## src/rtl/dbn_pkg.sv

```systemverilog
package dbn_pkg;

    // Width of a counter that holds values up to max_val.
    function automatic int unsigned cnt_width(input int unsigned rise, input int unsigned fall);
        int unsigned m;
        m = (rise > fall) ? rise : fall;
        return (m < 2) ? 1 : $clog2(m + 1);
    endfunction

    // Event rule for an accepted change to new_lvl.
    function automatic logic fire_rule(input logic new_lvl, input logic low_act, input logic both);
        return both | (new_lvl ^ low_act);
    endfunction

endpackage

```

## src/rtl/dbn_event_qual.sv

```systemverilog
module dbn_event_qual
    import dbn_pkg::*;
(
    input  logic new_lvl,
    input  logic low_act,
    input  logic both,
    output logic fire
);

    always_comb begin
        fire = fire_rule(new_lvl, low_act, both);
    end

    // single-edge pin only fires toward its active level
    always_comb begin
        if (fire && !both) begin
            a_active_dir_r8: assert (new_lvl == !low_act);
        end
    end

endmodule

```

## src/rtl/dbn_pin_cell.sv

```systemverilog
module dbn_pin_cell
    import dbn_pkg::*;
#(
    parameter int unsigned RISE_TICKS = 3,
    parameter int unsigned FALL_TICKS = 2
) (
    input  logic clk,
    input  logic rst,
    input  logic tick,
    input  logic init,
    input  logic raw,
    input  logic low_act,
    input  logic both,
    output logic level,
    output logic evt
);

    localparam int unsigned CW = cnt_width(RISE_TICKS, FALL_TICKS);
    localparam logic [CW-1:0] RISE_C = CW'(RISE_TICKS);
    localparam logic [CW-1:0] FALL_C = CW'(FALL_TICKS);
    localparam logic [CW-1:0] MAX_C  = (RISE_C > FALL_C) ? RISE_C : FALL_C;

    typedef struct packed {
        logic          armed;
        logic          level;
        logic          evt;
        logic [CW-1:0] cnt;
    } cell_t;

    cell_t st_q, st_d;
    logic  fire;

    dbn_event_qual u_qual (
        .new_lvl (raw),
        .low_act (low_act),
        .both    (both),
        .fire    (fire)
    );

    always_comb begin
        st_d     = st_q;
        st_d.evt = 1'b0;
        if (init) begin
            st_d.armed = 1'b1;
            st_d.level = raw;
            st_d.cnt   = raw ? FALL_C : RISE_C;
        end else if (st_q.armed && tick) begin
            if (raw == st_q.level) begin
                st_d.cnt = st_q.level ? FALL_C : RISE_C;
            end else if (st_q.cnt <= CW'(1)) begin
                st_d.level = raw;
                st_d.cnt   = raw ? FALL_C : RISE_C;
                st_d.evt   = fire;
            end else begin
                st_d.cnt = st_q.cnt - CW'(1);
            end
        end
    end

    always_ff @(posedge clk) begin
        if (rst) begin
            st_q <= '0;
        end else begin
            st_q <= st_d;
        end
    end

    assign level = st_q.level;
    assign evt   = st_q.evt;

    // an unarmed pin is inert
    p_inert_unarmed_r1: assert property (@(posedge clk) disable iff (rst)
        !st_q.armed |-> (!st_q.level && !st_q.evt));

    // an armed counter stays within 1..max count
    p_cnt_range_r3: assert property (@(posedge clk) disable iff (rst)
        st_q.armed |-> (st_q.cnt >= CW'(1) && st_q.cnt <= MAX_C));

    // level only moves after a strobe
    p_moves_on_strobe_r6: assert property (@(posedge clk) disable iff (rst)
        (st_q.level != $past(st_q.level)) |-> $past(tick || init));

    // an event coincides with a change of level
    p_evt_on_change_r10: assert property (@(posedge clk) disable iff (rst)
        st_q.evt |-> (st_q.level != $past(st_q.level)));

    // initialise never produces an event
    p_init_quiet_r2: assert property (@(posedge clk) disable iff (rst)
        init |=> !st_q.evt);

endmodule

```

## src/rtl/pin_debounce_bank.sv

```systemverilog
module pin_debounce_bank #(
    parameter int unsigned NUM_PINS   = 8,
    parameter int unsigned RISE_TICKS = 3,
    parameter int unsigned FALL_TICKS = 2
) (
    input  logic                clk,
    input  logic                rst,
    input  logic                sample_tick,
    input  logic [NUM_PINS-1:0] raw_in,
    input  logic [NUM_PINS-1:0] init_stb,
    input  logic [NUM_PINS-1:0] act_low,
    input  logic [NUM_PINS-1:0] dbl_edge,
    output logic [NUM_PINS-1:0] filt_level,
    output logic [NUM_PINS-1:0] evt_pulse
);

    // one independent cell per pin
    for (genvar gi = 0; gi < NUM_PINS; gi++) begin : g_pin
        dbn_pin_cell #(
            .RISE_TICKS (RISE_TICKS),
            .FALL_TICKS (FALL_TICKS)
        ) u_cell (
            .clk     (clk),
            .rst     (rst),
            .tick    (sample_tick),
            .init    (init_stb[gi]),
            .raw     (raw_in[gi]),
            .low_act (act_low[gi]),
            .both    (dbl_edge[gi]),
            .level   (filt_level[gi]),
            .evt     (evt_pulse[gi])
        );
    end

endmodule

```

## config.mk

```make
export PLATFORM = sky130hd
export DESIGN_NAME = pin_debounce_bank
export DESIGN_NICKNAME = d
export VERILOG_FILES = /design/src/rtl/dbn_pkg.sv /design/src/rtl/dbn_event_qual.sv /design/src/rtl/dbn_pin_cell.sv /design/src/rtl/pin_debounce_bank.sv
export SDC_FILE = /design/constraint.sdc
export NUM_CORES = 1
export LEC_CHECK = 0
export ABC_AREA = 1
export BUFFER_PORTS_ARGS = -buffer_cell sky130_fd_sc_hd__buf_2
export CORE_AREA = 5 5 81 83
export CTS_CLUSTER_DIAMETER = 120
export DETAILED_ROUTE_END_ITERATION = 8
export DIE_AREA = 0 0 86 88
export PLACE_DENSITY = 0.73
export SLEW_MARGIN = 15
export SYNTH_ARGS = -nofsm -noshare
export SYNTH_HDL_FRONTEND = slang
export SYNTH_HIERARCHICAL = 1
export SYNTH_SLANG_ARGS = --single-unit
```

## constraint.sdc

```tcl
create_clock -name clk -period 0.9 [get_ports clk]
set_clock_uncertainty 0.1 [all_clocks]
set_input_delay 0.09 -clock clk [delete_from_list [all_inputs] [get_ports clk]]
set_output_delay 0.09 -clock clk [all_outputs]
set_load 0.005 [all_outputs]
```

==> qor.yml <==
crit_arrival_ps: 860
multi_input_area_um2: 1448
yosysMostFrequentCell: "nand2_1"
gp_congestion: 0.8707
startpoint: "g_pin[7].u_cell/level$_SDFFE_PP0P_"
ys.flop_type: "dfxtp_1"
cts_tree: "yes"
dp_cells: 501
ios: 51
wl_per_cell_um: 10.77
dp_slack_ps: -171.1
rrSetupSlack_ps: -100
hold_path.class: "input pin to flop"
synthTopCellsByArea: "dfxtp_1 (36%), nand2_1 (15%), nand3_1 (13%)"
die_x_um: 86
synth_top_area_frac: 0.3636
dpl-instance-area_um2: 2729
vias: 2477
hold_viol: 0
syn_to_final_growth_pct: 51.08
path_depth: 2
hpwl_mm: 3.729
clock.fmax_mhz: 955.0
cts_buffers: 5
drtIter0Drc: 62
status: "finished with violations"
worst_slack_ps: -147.1
setup_violations: 30
ant_nets: 0
syn_nets: 395
syn-cell-area_um2: 2202
required_ps: 710
antenna_found_initial: 0
layout-drive-gt1-share: 0.4221
drt-total-wl_mm: 5.578
htreeDepth: 2
clock-sinks: 40
path_buf_inv: 2
tightestPinTransition_ps: 397.6
initial_core_util: 0.3810
critPathMostFrequentCell: "buf_6"
grt_overflow: 0
worstReg2RegEnd: "g_pin[5].u_cell/st_q[1]$_SDFFE_PP0P_"
critPathCaptureType: "output pin"
postSynthCellCount: 360
min_period_ps: 1047
critPathMaxStageDelay_ps: 350
grt_pass1_wl_mm: 9.177
synth_edf_count: 0
cts_buffer_depth: 2
p_per_area_nw_per_um2: 1260
rsz0062_at_grt: "true"
core-area_um2: 5781
tns_ps: -2031
ys_warn_count: 6
yosysUniqueCellTypes: 12
maxSlewHeadroom: 0.7349
slowest_stage: "dfxtp_2"
synth_area_leader_cell: "dfxtp_1"
clkTransAtPathRegs_ps: 70
synth-seq-cells: 40
drv_slew: 0
crit_fanout: 3
grt_pass1_vias: 2275
die_h_um: 88
io_buffers: 50
clk_latency_ps: 290
critPathKind: "flop to output pin"
layout.cells.non_filler: 518
dieArea_um2: 7568
power_mw: 4.192
drc_errors: 0
cpLargestDelayFamily: "flip-flops"
dr.pass1.iters: 4
rr_startpoint: "g_pin[5].u_cell/level$_SDFFE_PP0P_"
violations: "negative setup slack"
fin_nets: 478
p_leak_nw: 1.645
cts-root-buf: "clkbuf_8"
via_per_inst: 4.782
critical_path.endpoint: "filt_level[7]"
nFillCells: 542
seq_area_frac_synth: 0.3636
rows: 28
startpoint_type: "flop"
synthArstFlopShare: 0
final.period_utilization: 1.163
syn_avg_cell_area_um2: 6.117
reg2regPathDepth: 6
regArea_um2: 850.8
path_cells: "buf_6, buf_6"
grt_max_degree: 19
stdcell_area_um2: 3327
grt_util_all_layers: 0.1484
n_antenna_cell: 0
drv_cap: 0
synth.top_cells.by_count: "nand2_1 (88), nand3_1 (56), nor2_1 (56)"
irDropWorstVdd_v: 0.0009341
## layout make-up
class	instances	area share
clock inverter	1	0.001504
timing repair buffer	76	0.1696
sequential	40	0.2557
clock buffer	6	0.02181
multi-input combinational	248	0.4351
inverter	72	0.08800
tap	75	0.02821
## cells by family (layout without fill, tap and decap cells)
| logic type | after synthesis | after routing | synth area share |
|---|---|---|---|
| buffers and inverters | 72 | 155 | 0.1227 |
| AO/OA/AOI/OAI | 24 | 24 | 0.06818 |
| AND/OR/NAND/NOR | 224 | 224 | 0.4455 |
| flip-flops | 40 | 40 | 0.3636 |
## per-layer routing
layer / GRT usage / vias to the layer above / share of wire
met2: 0.2628 / 49 / 0.50
met4: 0.05755 / 0 / 0.013
li1: - / 1293 / -
met1: 0.1745 / 1130 / 0.45
met3: 0.03293 / 5 / 0.039
met5: 0 / - / 0
## how the worst min path moves through the flow
stage,start,to,slack (ps),cells past startpoint
2_1_floorplan,rst,g_pin[0].u_cell/st_q[0]$_SDFFE_PP0P_,50,1
3_3_place_gp,init_stb[1],g_pin[1].u_cell/st_q[4]$_SDFFE_PP0P_,220,3
3_5_place_dp,init_stb[1],g_pin[1].u_cell/st_q[4]$_SDFFE_PP0P_,240,3
4_1_cts,init_stb[0],g_pin[0].u_cell/st_q[4]$_SDFFE_PP0P_,-80,3
5_1_grt,init_stb[0],g_pin[0].u_cell/evt$_SDFF_PP0_,20,4
6_report,init_stb[0],g_pin[0].u_cell/evt$_SDFF_PP0_,8,4
## stage by stage
| stage | hold slack [ps] | utilization |
|---|---|---|
| floorplan | 52.44 | - |
| global placement | 223.6 | 0.4721 |
| detailed placement | 235.3 | 0.4721 |
| CTS | -77.02 | 0.5318 |
| global route | 19.65 | 0.5755 |
| finish | 7.884 | 0.5755 |
## tightest hold or removal path: stages
cell,delay [ps]
buf_2,90
inv_2,60
nand3_2,70
nor4_1,50
## cell usage in the layout (no fill, tap or decap), types with 3 or more instances in the layout
cell and count:
nor4_2 6, a21oi_1 3, buf_4 9, inv_4 9, clkbuf_8 5, nor2_2 9
nand3_4 7, inv_2 15, nand3_2 9, or2_0 8, o21ai_1 4, nand3_1 40
dlygate4sd3_1 8, nand3b_1 8, nand2_2 6, nor2_1 40, a21oi_2 13, buf_2 41
inv_1 48, o21ai_2 4, dfxtp_1 14, dfxtp_4 7, nor2_4 7, buf_6 17
dfxtp_2 19, nand2_1 81
## power by group
group          internal (mW)  total, mW  switching (mW)
sequential              1.89       2.03           0.135
combinational          0.476       1.03           0.556
clock                  0.527       1.13           0.606
## registers in the layout, indices dropped and copies added (netlist names)
signal,cells
g_pin.u_cell/st_q,24
g_pin.u_cell/level,8
g_pin.u_cell/evt,8
## what timing repair did
action	CTS	global route
pin swaps	8	12
hold buffers	7	1
hold endpoints to repair	9	1
buffers inserted	2	0
setup endpoints to repair	48	46
resized for setup	56	58
Note: power is estimated with default switching activity, not from simulation.
